File: src/rtl/pll_seq_pkg.sv
package pll_seq_pkg;

   typedef enum logic [3:0] {
      ST_IDLE,
      ST_PU_PWR,
      ST_PU_ISO,
      ST_PU_EN,
      ST_PD_TUN,
      ST_PD_EN,
      ST_PD_ISO,
      ST_PD_PWR,
      ST_RT_PCW,
      ST_RT_CHG
   } seq_state_e;

endpackage

File: src/rtl/pll_seq_wait.sv
// Microsecond wait timer: after a load of N, done is high in the
// N*REF_PER_US-th cycle following the loading edge.
module pll_seq_wait #(
   parameter int REF_PER_US = 26,
   parameter int MAX_US     = 20,
   localparam int PRE_W = (REF_PER_US > 1) ? $clog2(REF_PER_US) : 1,
   localparam int US_W  = $clog2(MAX_US + 1)
) (
   input  logic            clk,
   input  logic            rst_n,
   input  logic            load,
   input  logic [US_W-1:0] us_cnt,
   output logic            done
);

   localparam logic [PRE_W-1:0] PRE_TOP = PRE_W'(REF_PER_US - 1);

   logic [PRE_W-1:0] pre_q;
   logic [US_W-1:0]  us_q;
   logic             run_q;

   assign done = run_q && (pre_q == '0) && (us_q == '0);

   always_ff @(posedge clk or negedge rst_n) begin
      if (!rst_n) begin
         run_q <= 1'b0;
         pre_q <= '0;
         us_q  <= '0;
      end else if (load) begin
         run_q <= 1'b1;
         pre_q <= PRE_TOP;
         us_q  <= us_cnt - 1'b1;
      end else if (done) begin
         run_q <= 1'b0;
      end else if (run_q) begin
         if (pre_q == '0) begin
            pre_q <= PRE_TOP;
            us_q  <= us_q - 1'b1;
         end else begin
            pre_q <= pre_q - 1'b1;
         end
      end
   end

   // a wait of zero microseconds is never requested
   a_r3_nonzero_wait: assert property (@(posedge clk) disable iff (!rst_n)
      load |-> (us_cnt != '0));
   // a new wait is only started once the previous one has ended
   a_r7_no_overlap: assert property (@(posedge clk) disable iff (!rst_n)
      load |-> (!run_q || done));

endmodule

File: src/rtl/pll_seq_log2enc.sv
// Post-divider exponent: bit index of the lowest set bit, 0 for an all-zero input.
module pll_seq_log2enc #(
   parameter int DIV_W = 8,
   localparam int PD_W = $clog2(DIV_W)
) (
   input  logic [DIV_W-1:0] div_in,
   output logic [PD_W-1:0]  exp_out
);

   always_comb begin
      exp_out = '0;
      for (int i = DIV_W - 1; i >= 0; i--) begin
         if (div_in[i]) exp_out = PD_W'(i);
      end
   end

endmodule

File: src/rtl/pll_seq.sv
module pll_seq #(
   parameter int REF_PER_US  = 26,
   parameter int T_STEP_US   = 1,
   parameter int T_SETTLE_US = 20,
   parameter int PCW_W       = 22,
   parameter int DIV_W       = 8,
   parameter bit HAS_TUNER   = 1'b1,
   parameter bit HAS_RSTB    = 1'b1,
   localparam int PD_W = $clog2(DIV_W),
   localparam int US_W = $clog2(T_SETTLE_US + 1)
) (
   input  logic             clk,
   input  logic             rst_n,
   input  logic             up_req,
   input  logic             down_req,
   input  logic             tune_req,
   input  logic [PCW_W-1:0] tune_pcw,
   input  logic [DIV_W-1:0] tune_div,
   output logic             req_ack,
   output logic             busy,
   output logic             ready,
   output logic             pwr_on,
   output logic             iso_en,
   output logic             pll_en,
   output logic             tuner_en,
   output logic             rst_rel,
   output logic             pcw_chg,
   output logic [PCW_W-1:0] pcw_out,
   output logic [PD_W-1:0]  pdiv_out,
   output logic [PCW_W-1:0] tuner_word
);
   import pll_seq_pkg::*;

   initial begin
      assert (REF_PER_US >= 1) else $error("REF_PER_US must be at least 1");
      assert (T_STEP_US >= 1) else $error("T_STEP_US must be at least 1");
      assert (T_SETTLE_US >= T_STEP_US) else $error("T_SETTLE_US below T_STEP_US");
      assert (PCW_W >= 8 && PCW_W <= 32) else $error("PCW_W out of range");
      assert (DIV_W >= 2 && DIV_W <= 64) else $error("DIV_W out of range");
   end

   seq_state_e       st_q;
   logic             pwr_q, iso_q, en_q, tun_q, rstr_q, chg_q;
   logic [PCW_W-1:0] pcw_hold_q, pcw_q, tw_q;
   logic [PD_W-1:0]  pdiv_q, div_exp;
   logic             acc_up, acc_dn, acc_rt, idle;
   logic             w_load, w_done;
   logic [US_W-1:0]  w_us;

   pll_seq_log2enc #(.DIV_W(DIV_W)) u_enc (
      .div_in  (tune_div),
      .exp_out (div_exp)
   );

   pll_seq_wait #(.REF_PER_US(REF_PER_US), .MAX_US(T_SETTLE_US)) u_wait (
      .clk    (clk),
      .rst_n  (rst_n),
      .load   (w_load),
      .us_cnt (w_us),
      .done   (w_done)
   );

   // request arbitration: shut-down, then start-up, then retune
   always_comb begin
      idle    = (st_q == ST_IDLE);
      acc_dn  = idle && down_req;
      acc_up  = idle && up_req && !down_req;
      acc_rt  = idle && tune_req && !down_req && !up_req;
      req_ack = acc_dn || acc_up || acc_rt;
   end

   // wait timer loads
   always_comb begin
      w_load = 1'b0;
      w_us   = US_W'(T_STEP_US);
      unique case (st_q)
         ST_IDLE:   w_load = acc_up;
         ST_PU_PWR: w_load = w_done;
         ST_PU_ISO: begin
            w_load = w_done;
            w_us   = US_W'(T_SETTLE_US);
         end
         ST_RT_PCW: begin
            w_load = en_q;
            w_us   = US_W'(T_SETTLE_US);
         end
         default:   w_load = 1'b0;
      endcase
   end

   always_ff @(posedge clk or negedge rst_n) begin
      if (!rst_n) begin
         st_q       <= ST_IDLE;
         pwr_q      <= 1'b0;
         iso_q      <= 1'b1;
         en_q       <= 1'b0;
         tun_q      <= 1'b0;
         rstr_q     <= 1'b0;
         chg_q      <= 1'b0;
         pcw_hold_q <= '0;
         pcw_q      <= '0;
         tw_q       <= '0;
         pdiv_q     <= '0;
      end else begin
         unique case (st_q)
            ST_IDLE: begin
               if (acc_dn) begin
                  rstr_q <= 1'b0;
                  st_q   <= ST_PD_TUN;
               end else if (acc_up) begin
                  pwr_q <= 1'b1;
                  st_q  <= ST_PU_PWR;
               end else if (acc_rt) begin
                  pdiv_q     <= div_exp;
                  pcw_hold_q <= tune_pcw;
                  st_q       <= ST_RT_PCW;
               end
            end
            ST_PU_PWR: if (w_done) begin
               iso_q <= 1'b0;
               st_q  <= ST_PU_ISO;
            end
            ST_PU_ISO: if (w_done) begin
               en_q  <= 1'b1;
               tun_q <= 1'b1;
               st_q  <= ST_PU_EN;
            end
            ST_PU_EN: if (w_done) begin
               rstr_q <= 1'b1;
               st_q   <= ST_IDLE;
            end
            ST_PD_TUN: begin
               tun_q <= 1'b0;
               st_q  <= ST_PD_EN;
            end
            ST_PD_EN: begin
               en_q <= 1'b0;
               st_q <= ST_PD_ISO;
            end
            ST_PD_ISO: begin
               iso_q <= 1'b1;
               st_q  <= ST_PD_PWR;
            end
            ST_PD_PWR: begin
               pwr_q <= 1'b0;
               st_q  <= ST_IDLE;
            end
            ST_RT_PCW: begin
               pcw_q <= pcw_hold_q;
               tw_q  <= pcw_hold_q + 1'b1;
               if (en_q) begin
                  chg_q <= 1'b1;
                  st_q  <= ST_RT_CHG;
               end else begin
                  st_q <= ST_IDLE;
               end
            end
            ST_RT_CHG: if (w_done) begin
               chg_q <= 1'b0;
               st_q  <= ST_IDLE;
            end
            default: st_q <= ST_IDLE;
         endcase
      end
   end

   generate
      if (HAS_TUNER) begin : g_tuner
         assign tuner_en   = tun_q;
         assign tuner_word = tw_q;
      end else begin : g_no_tuner
         assign tuner_en   = 1'b0;
         assign tuner_word = '0;
      end
      if (HAS_RSTB) begin : g_rstb
         assign rst_rel = rstr_q;
      end else begin : g_no_rstb
         assign rst_rel = 1'b0;
      end
   endgenerate

   assign busy     = !idle;
   assign ready    = en_q;
   assign pwr_on   = pwr_q;
   assign iso_en   = iso_q;
   assign pll_en   = en_q;
   assign pcw_chg  = chg_q;
   assign pcw_out  = pcw_q;
   assign pdiv_out = pdiv_q;

   // no acknowledge while a sequence runs
   a_r10_refuse_busy: assert property (@(posedge clk) disable iff (!rst_n)
      busy |-> !req_ack);
   // enable only on a powered, unisolated macro
   a_r12_en_needs_power: assert property (@(posedge clk) disable iff (!rst_n)
      pll_en |-> (pwr_on && !iso_en));
   // dependent controls only while the loop is enabled
   a_r12_deps_need_en: assert property (@(posedge clk) disable iff (!rst_n)
      (rst_rel || tuner_en || pcw_chg) |-> pll_en);
   // isolation is removed only after power was already on
   a_r3_iso_after_pwr: assert property (@(posedge clk) disable iff (!rst_n)
      $fell(iso_en) |-> $past(pwr_on));
   // feedback word held steady while the strobe is up
   a_r7_pcw_stable: assert property (@(posedge clk) disable iff (!rst_n)
      (pcw_chg && $past(pcw_chg)) |-> $stable(pcw_out));

endmodule

File: config.mk
export PLATFORM = sky130hd
export DESIGN_NAME = pll_seq
export DESIGN_NICKNAME = d
export VERILOG_FILES = /design/src/rtl/pll_seq_pkg.sv /design/src/rtl/pll_seq_wait.sv /design/src/rtl/pll_seq_log2enc.sv /design/src/rtl/pll_seq.sv
export SDC_FILE = /design/constraint.sdc
export NUM_CORES = 1
export LEC_CHECK = 0
export ABC_AREA = 1
export BUFFER_PORTS_ARGS = -buffer_cell sky130_fd_sc_hd__buf_2
export CORE_ASPECT_RATIO = 0.8
export CORE_MARGIN = 2
export CORE_UTILIZATION = 40
export CTS_BUF_LIST = sky130_fd_sc_hd__clkbuf_8
export CTS_CLUSTER_DIAMETER = 50
export DETAILED_ROUTE_END_ITERATION = 8
export SYNTH_ARGS = -nofsm -noshare
export SYNTH_HDL_FRONTEND = slang
export SYNTH_SLANG_ARGS = --single-unit
File: constraint.sdc
create_clock -name clk -period 2.67 [get_ports clk]
set_clock_uncertainty 0.2 [all_clocks]
set_input_delay 0.801 -clock clk [delete_from_list [all_inputs] [get_ports clk]]
set_output_delay 0.801 -clock clk [all_outputs]
set_load 0.005 [all_outputs]
==> results.ini, run 1 <==
[cells_and_area]
nFillCells=1060
layout.cells.most_common_list=149 x nand2_1, 89 x buf_2, 88 x dfrtp_1, 44 x inv_1, 40 x nand3_1
layout_commonest_cell=nand2_1
finalNonFillerCells=741
multiInputGateArea_mm2=0.00168
seqCellArea_mm2=0.00225
antennaDiodeCount=0
area_growth_pct=19.4
layout-drive-gt1-share=0.236
nets=637

[cts]
clk_pin_slew_worst_paths_ps=90
ctsHtreeMaxLevel=3
clock_latency_ps=360
cts_buffers=9
holdBufCountCts=0
cts_tree=done
root_buffer=clkbuf_8
clk_path_buf_depth=2
clkSinkCount=90

[sta]
worst_pin_slew_ps=489
slew_violations=0
finalCritPeriodShare=0.942
tns_ps=0
max_freq_mhz=397
rsz0062_at_grt=no
period_minus_slack_ps=2520
setup_viol=0
hold_viol=0
slew_headroom=0.674

[synth]
synth_cells=505
synth_top_family_by_area=simple AND/OR/NAND/NOR gates
synth_seq_area_share=0.534
yosys.area_share.simple=0.263
synthMuxAreaShare=0
synthesis.area_mm2=0.00422
synth_nets=544
synth_compound_area_frac=0.112
yosys.area_share.adder=0.0119
synth_warnings=0
synth_xor_area_frac=0.00831
syn_area_per_cell_um2=8.35
ys_ff_latch=90
synth_cell_type_count=44

[critical_path]
path_cells=nor2_4 > inv_2 > nor2_4 > inv_2 > a21oi_1 > buf_2
path_buf_inv=3
crit_path_max_incr_delay_ps=470
crit_type=reg -> out
worstSetupStartpointType=flip-flop
worstPathRequired_ps=1670
r2r_cells=13
startpoint=st_q[0]$_DFFE_PN0P_
cp.depth=6
crit_arrival_ps=1520
critPathTopFamily=flip-flops
end_kind=output port
critPathSlowestCell=dfrtp_2
r2r_end=u_wait.us_q[4]$_DFFE_PN0P_
crit_end=req_ack
rrSetupSlack_ps=450
critPathMaxFanout=7
r2r_start=st_q[1]$_DFFE_PN0P_

[placement]
dp_hpwl_um=6960
gp_congestion=0.814
dp_cells=727
port_buffers=90

[routing]
routed_via_density=4.79
finalWirelength_um=9680
drcViolationCount=0
wl_per_cell_um=13.1
drtPass1Iterations=4
drtIter0Drc=210
ant_nets=0
vias=3553

[global_route]
grt_pass1_vias=3334
grt_max_degree=91
grtUsageTotal=0.179
grt_remaining_overflow=0
antenna_found_initial=0
grt_pass1_wl_um=16000

[hold_path]
hold_path.class=in -> async

[floorplan]
dieWidth_um=119
fp.coreArea_mm2=0.0102
ios=91
die_h_um=95.8
dieArea_mm2=0.0114
start_util=0.412
rows=33

[power]
ir_worst_vdd_mv=0.407
p_leak_uw=0.00265
power_density_mw_per_mm2=989

[job]
max_cap_viol_count=0

[outcome]
status=finished clean

[metal layers]
metal	track usage	wire [um]	vias up
met5	0	0	-
met4	0.0615	139	0
met3	0.0492	527	9
met2	0.273	4110	83
met1	0.246	4910	1635
li1	-	-	1826
[through the flow]
stage                     hold slack (ps)  setup WS [ps]   util  total power (uW)  instance area, um^2
final                                 263            154  0.492              4980                 5030
after global routing                  277           19.3  0.492              5430                 5030
after CTS                             280           24.1  0.490              5030                 5020
after detailed placement              261            175  0.472              4070                 4830
after global placement                259            249  0.472              4040                 4830
after floorplan                       252            482      -              3410                 4220
[layout make-up]
type,count,area share
Sequential cell,90,0.448
Multi-Input combinational cell,343,0.333
Clock buffer,11,0.0301
Timing Repair Buffer,97,0.103
Clock inverter,3,0.00795
Inverter,57,0.0430
Tap cell,140,0.0348
[what timing repair did]
| item | in CTS | in global routing |
|---|---|---|
| setup buffers | 0 | 0 |
| resized for setup | 0 | 3 |
| setup endpoints to repair | 0 | 2 |
[cells by family after synthesis]
| logic type | after synthesis |
|---|---|
| compound gates | 79 |
| xor+xnor | 4 |
| fa+ha+maj | 4 |
| buf+inv | 72 |
| flops | 90 |
| simple gates | 256 |
[registers in the layout (all words and copies together) (netlist names), 3 cells and up]
name	flops
pdiv_out	3
st_q	4
pcw_hold_q	22
u_wait.us_q	5
pcw_out	22
tuner_word	22
u_wait.pre_q	5
[where the power goes]
part           leakage, uW  internal [uW]  switching, uW
registers          0.00114           1900            416
logic              0.00140            739            991
clock network     0.000101            471            462
total              0.00265           3110           1870
[worst min path at each step]
stage | cells past startpoint | start | slack, ps | endpoint
CTS | 2 | iso_en$_DFFE_PN1P_ | 280 | iso_en$_DFFE_PN1P_
global route | 2 | rst_n | 280 | rst_rel$_DFFE_PN0P_
global placement | 2 | tuner_word[4]$_DFFE_PN0P_ | 260 | tuner_word[4]$_DFFE_PN0P_
finish | 2 | rst_n | 260 | st_q[1]$_DFFE_PN0P_
floorplan | 1 | pcw_hold_q[11]$_DFFE_PN0P_ | 250 | tuner_word[11]$_DFFE_PN0P_
detailed placement | 2 | pcw_out[20]$_DFFE_PN0P_ | 260 | pcw_out[20]$_DFFE_PN0P_
[synth_stat cells, drive strengths merged]
| master | n | area, um^2 |
|---|---|---|
| clkinv | 1 | 3.75 |
| dfstp | 1 | 26.3 |
| o31ai | 2 | 15.0 |
| inv | 56 | 213 |
| o21a | 4 | 30.0 |
| ha | 4 | 50.1 |
| xnor2 | 1 | 8.76 |
| a22oi | 2 | 15.0 |
| nand2 | 151 | 574 |
| o21ai | 44 | 224 |
| o21bai | 1 | 7.51 |
| a2bb2oi | 2 | 17.5 |
| a21oi | 12 | 71.3 |
| o2111ai | 1 | 8.76 |
| nand3b | 1 | 7.51 |
| a21o | 1 | 7.51 |
| clkbuf | 6 | 22.5 |
| nand3 | 42 | 220 |
| a31oi | 1 | 6.26 |
| nand4 | 5 | 31.3 |
| o311ai | 1 | 8.76 |
| nor3b | 1 | 7.51 |
| dfrtp | 89 | 2230 |
| o211ai | 8 | 60.1 |
| xor2 | 3 | 26.3 |
| or2 | 5 | 31.3 |
| nor2 | 44 | 200 |
| nor4 | 1 | 6.26 |
| buf | 9 | 58.8 |
| nor3 | 6 | 30.0 |
Power figures use the tool's default switching activity.
==> run 2: changes to the inputs <==
==> constraint.sdc (replaced) <==
create_clock -name clk -period 2.67 [get_ports clk]
set_clock_uncertainty 0.2 [all_clocks]
set_input_delay 0.801 -clock clk [delete_from_list [all_inputs] [get_ports clk]]
set_output_delay 0.801 -clock clk [all_outputs]
set_load 0.05 [all_outputs]
==> results.ini, run 2 (same netlist as run 1, synthesis figures left out) <==
[critical_path]
crit_arrival_ps=1570
worstPathRequired_ps=1670
end_kind=output port
crit_path_max_incr_delay_ps=470
crit_end=req_ack
startpoint=st_q[0]$_DFFE_PN0P_
crit_type=reg -> out
r2r_start=st_q[0]$_DFFE_PN0P_
crit_top_cell=inv_2
worstSetupStartpointType=flip-flop
r2r_cells=13
path_cells=nor2_4 > inv_2 > nor2_2 > inv_2 > a21oi_2 > buf_4
r2r_end=u_wait.us_q[4]$_DFFE_PN0P_
critPathSlowestCell=dfrtp_2
rrSetupSlack_ps=410
critPathMaxFanout=7

[hold_path]
hold_path.class=in -> async

[sta]
layout_setup_ws_ps=94.7
finalCritPeriodShare=0.965
hold_slack_ps=185
slew_violations=0
max_freq_mhz=388
setup_viol=0
period_minus_slack_ps=2580
slew_headroom=0.689
worst_pin_slew_ps=466
hold_viol=0

[placement]
dp_hpwl_um=7270
gp_congestion=0.816
port_buffers=90
place_ws_ps=196

[cts]
clk_path_buf_depth=2
cts_tree=done
root_buffer=clkbuf_8
cts_buffers=9
clkSinkCount=90
clk_pin_slew_worst_paths_ps=80
holdBufCountCts=0
ctsHtreeMaxLevel=3
clock_latency_ps=360

[cells_and_area]
nFillCells=1063
antennaDiodeCount=0
layout_commonest_cell=nand2_1
area_growth_pct=20.5
nets=640
layout-drive-gt1-share=0.241
layout.cells.most_common_list=149 x nand2_1, 88 x buf_2, 88 x dfrtp_1, 46 x inv_1, 40 x nand3_1

[global_route]
grt_max_degree=34
antenna_found_initial=1
grt_pass1_wl_um=16300
grtUsageTotal=0.181
grt_remaining_overflow=0
grt_pass1_vias=3412

[floorplan]
start_util=0.412
ios=91
die_h_um=95.8
rows=33
fp.coreArea_mm2=0.0102
dieWidth_um=119
dieArea_mm2=0.0114

[job]
max_cap_viol_count=0

[routing]
routed_via_density=4.95
wl_per_cell_um=13.2
vias=3689
finalWirelength_um=9880
drcViolationCount=0
ant_nets=0
drtIter0Drc=249
drtPass1Iterations=4

[power]
power_density_mw_per_mm2=1180
p_leak_uw=0.00267
ir_worst_vdd_mv=0.538

[outcome]
status=finished clean

-- run 2: cell types whose count changed in the layout (fill, tap and decap cells not counted), sizes merged --
cell      delta
clkinvlp     +1
clkbuf       -1
inv          +2
buf          +3
-- run 2: worst min path at each step --
stage	cells after the start	end	from	slack [ps]
global placement	2	tuner_word[4]$_DFFE_PN0P_	tuner_word[4]$_DFFE_PN0P_	260
detailed placement	2	pcw_out[15]$_DFFE_PN0P_	pcw_out[15]$_DFFE_PN0P_	260
global route	1	tuner_en$_DFFE_PN0P_	rst_n	190
CTS	1	u_wait.pre_q[2]$_DFFE_PN0P_	rst_n	180
finish	1	pcw_chg$_DFFE_PN0P_	rst_n	180
floorplan	1	tuner_word[11]$_DFFE_PN0P_	pcw_hold_q[11]$_DFFE_PN0P_	250
-- run 2: repair_timing --
action,4_1_cts,5_1_grt
setup buffers,0,1
resized for setup,2,2
pin swaps,0,1
setup endpoints to repair,1,1
-- run 2: cell type report --
| type | instances | area [um^2] | share of cell area |
|---|---|---|---|
| Inverter | 57 | 216 | 0.0426 |
| Sequential cell | 90 | 2250 | 0.444 |
| Multi-Input combinational cell | 343 | 1680 | 0.331 |
| Timing Repair Buffer | 100 | 556 | 0.109 |
| Clock inverter | 6 | 58.8 | 0.0116 |
| Tap cell | 140 | 175 | 0.0345 |
| Clock buffer | 10 | 138 | 0.0271 |
-- run 2: metal layers --
layer,up-vias,part of all wire,GRT usage
li1,1838,-,-
met3,8,0.062,0.0598
met1,1735,0.48,0.249
met2,108,0.44,0.279
met5,-,0,0
met4,0,0.011,0.0437
-- run 2: report_power, final --
group / switching (uW) / internal (uW) / total, uW / leakage [uW]
combinational: 2000 / 768 / 2760 / 0.00142
sequential: 417 / 1900 / 2320 / 0.00114
clock: 478 / 452 / 930 / 0.000105
total: 2890 / 3120 / 6010 / 0.00267
-- run 2: worst max-delay path: cells and delay by family (launching register included) --
family / cells / cell delay [ps]
flops: 1 / 470
buf+inv: 3 / 340
simple gates: 2 / 300
compound gates: 1 / 100
-- run 2: per-stage QoR --
step | area, um^2 | power (uW) | util | cells | TNS (ps)
detailed placement | 4860 | 5080 | 0.475 | 729 | 0
global placement | 4860 | 5030 | 0.475 | 729 | 0
CTS | 5070 | 6040 | 0.495 | 745 | 0
global route | 5080 | 6450 | 0.496 | 746 | -6.44
floorplan | 4220 | 4380 | - | 505 | 0
finish | 5080 | 6010 | 0.496 | 746 | 0
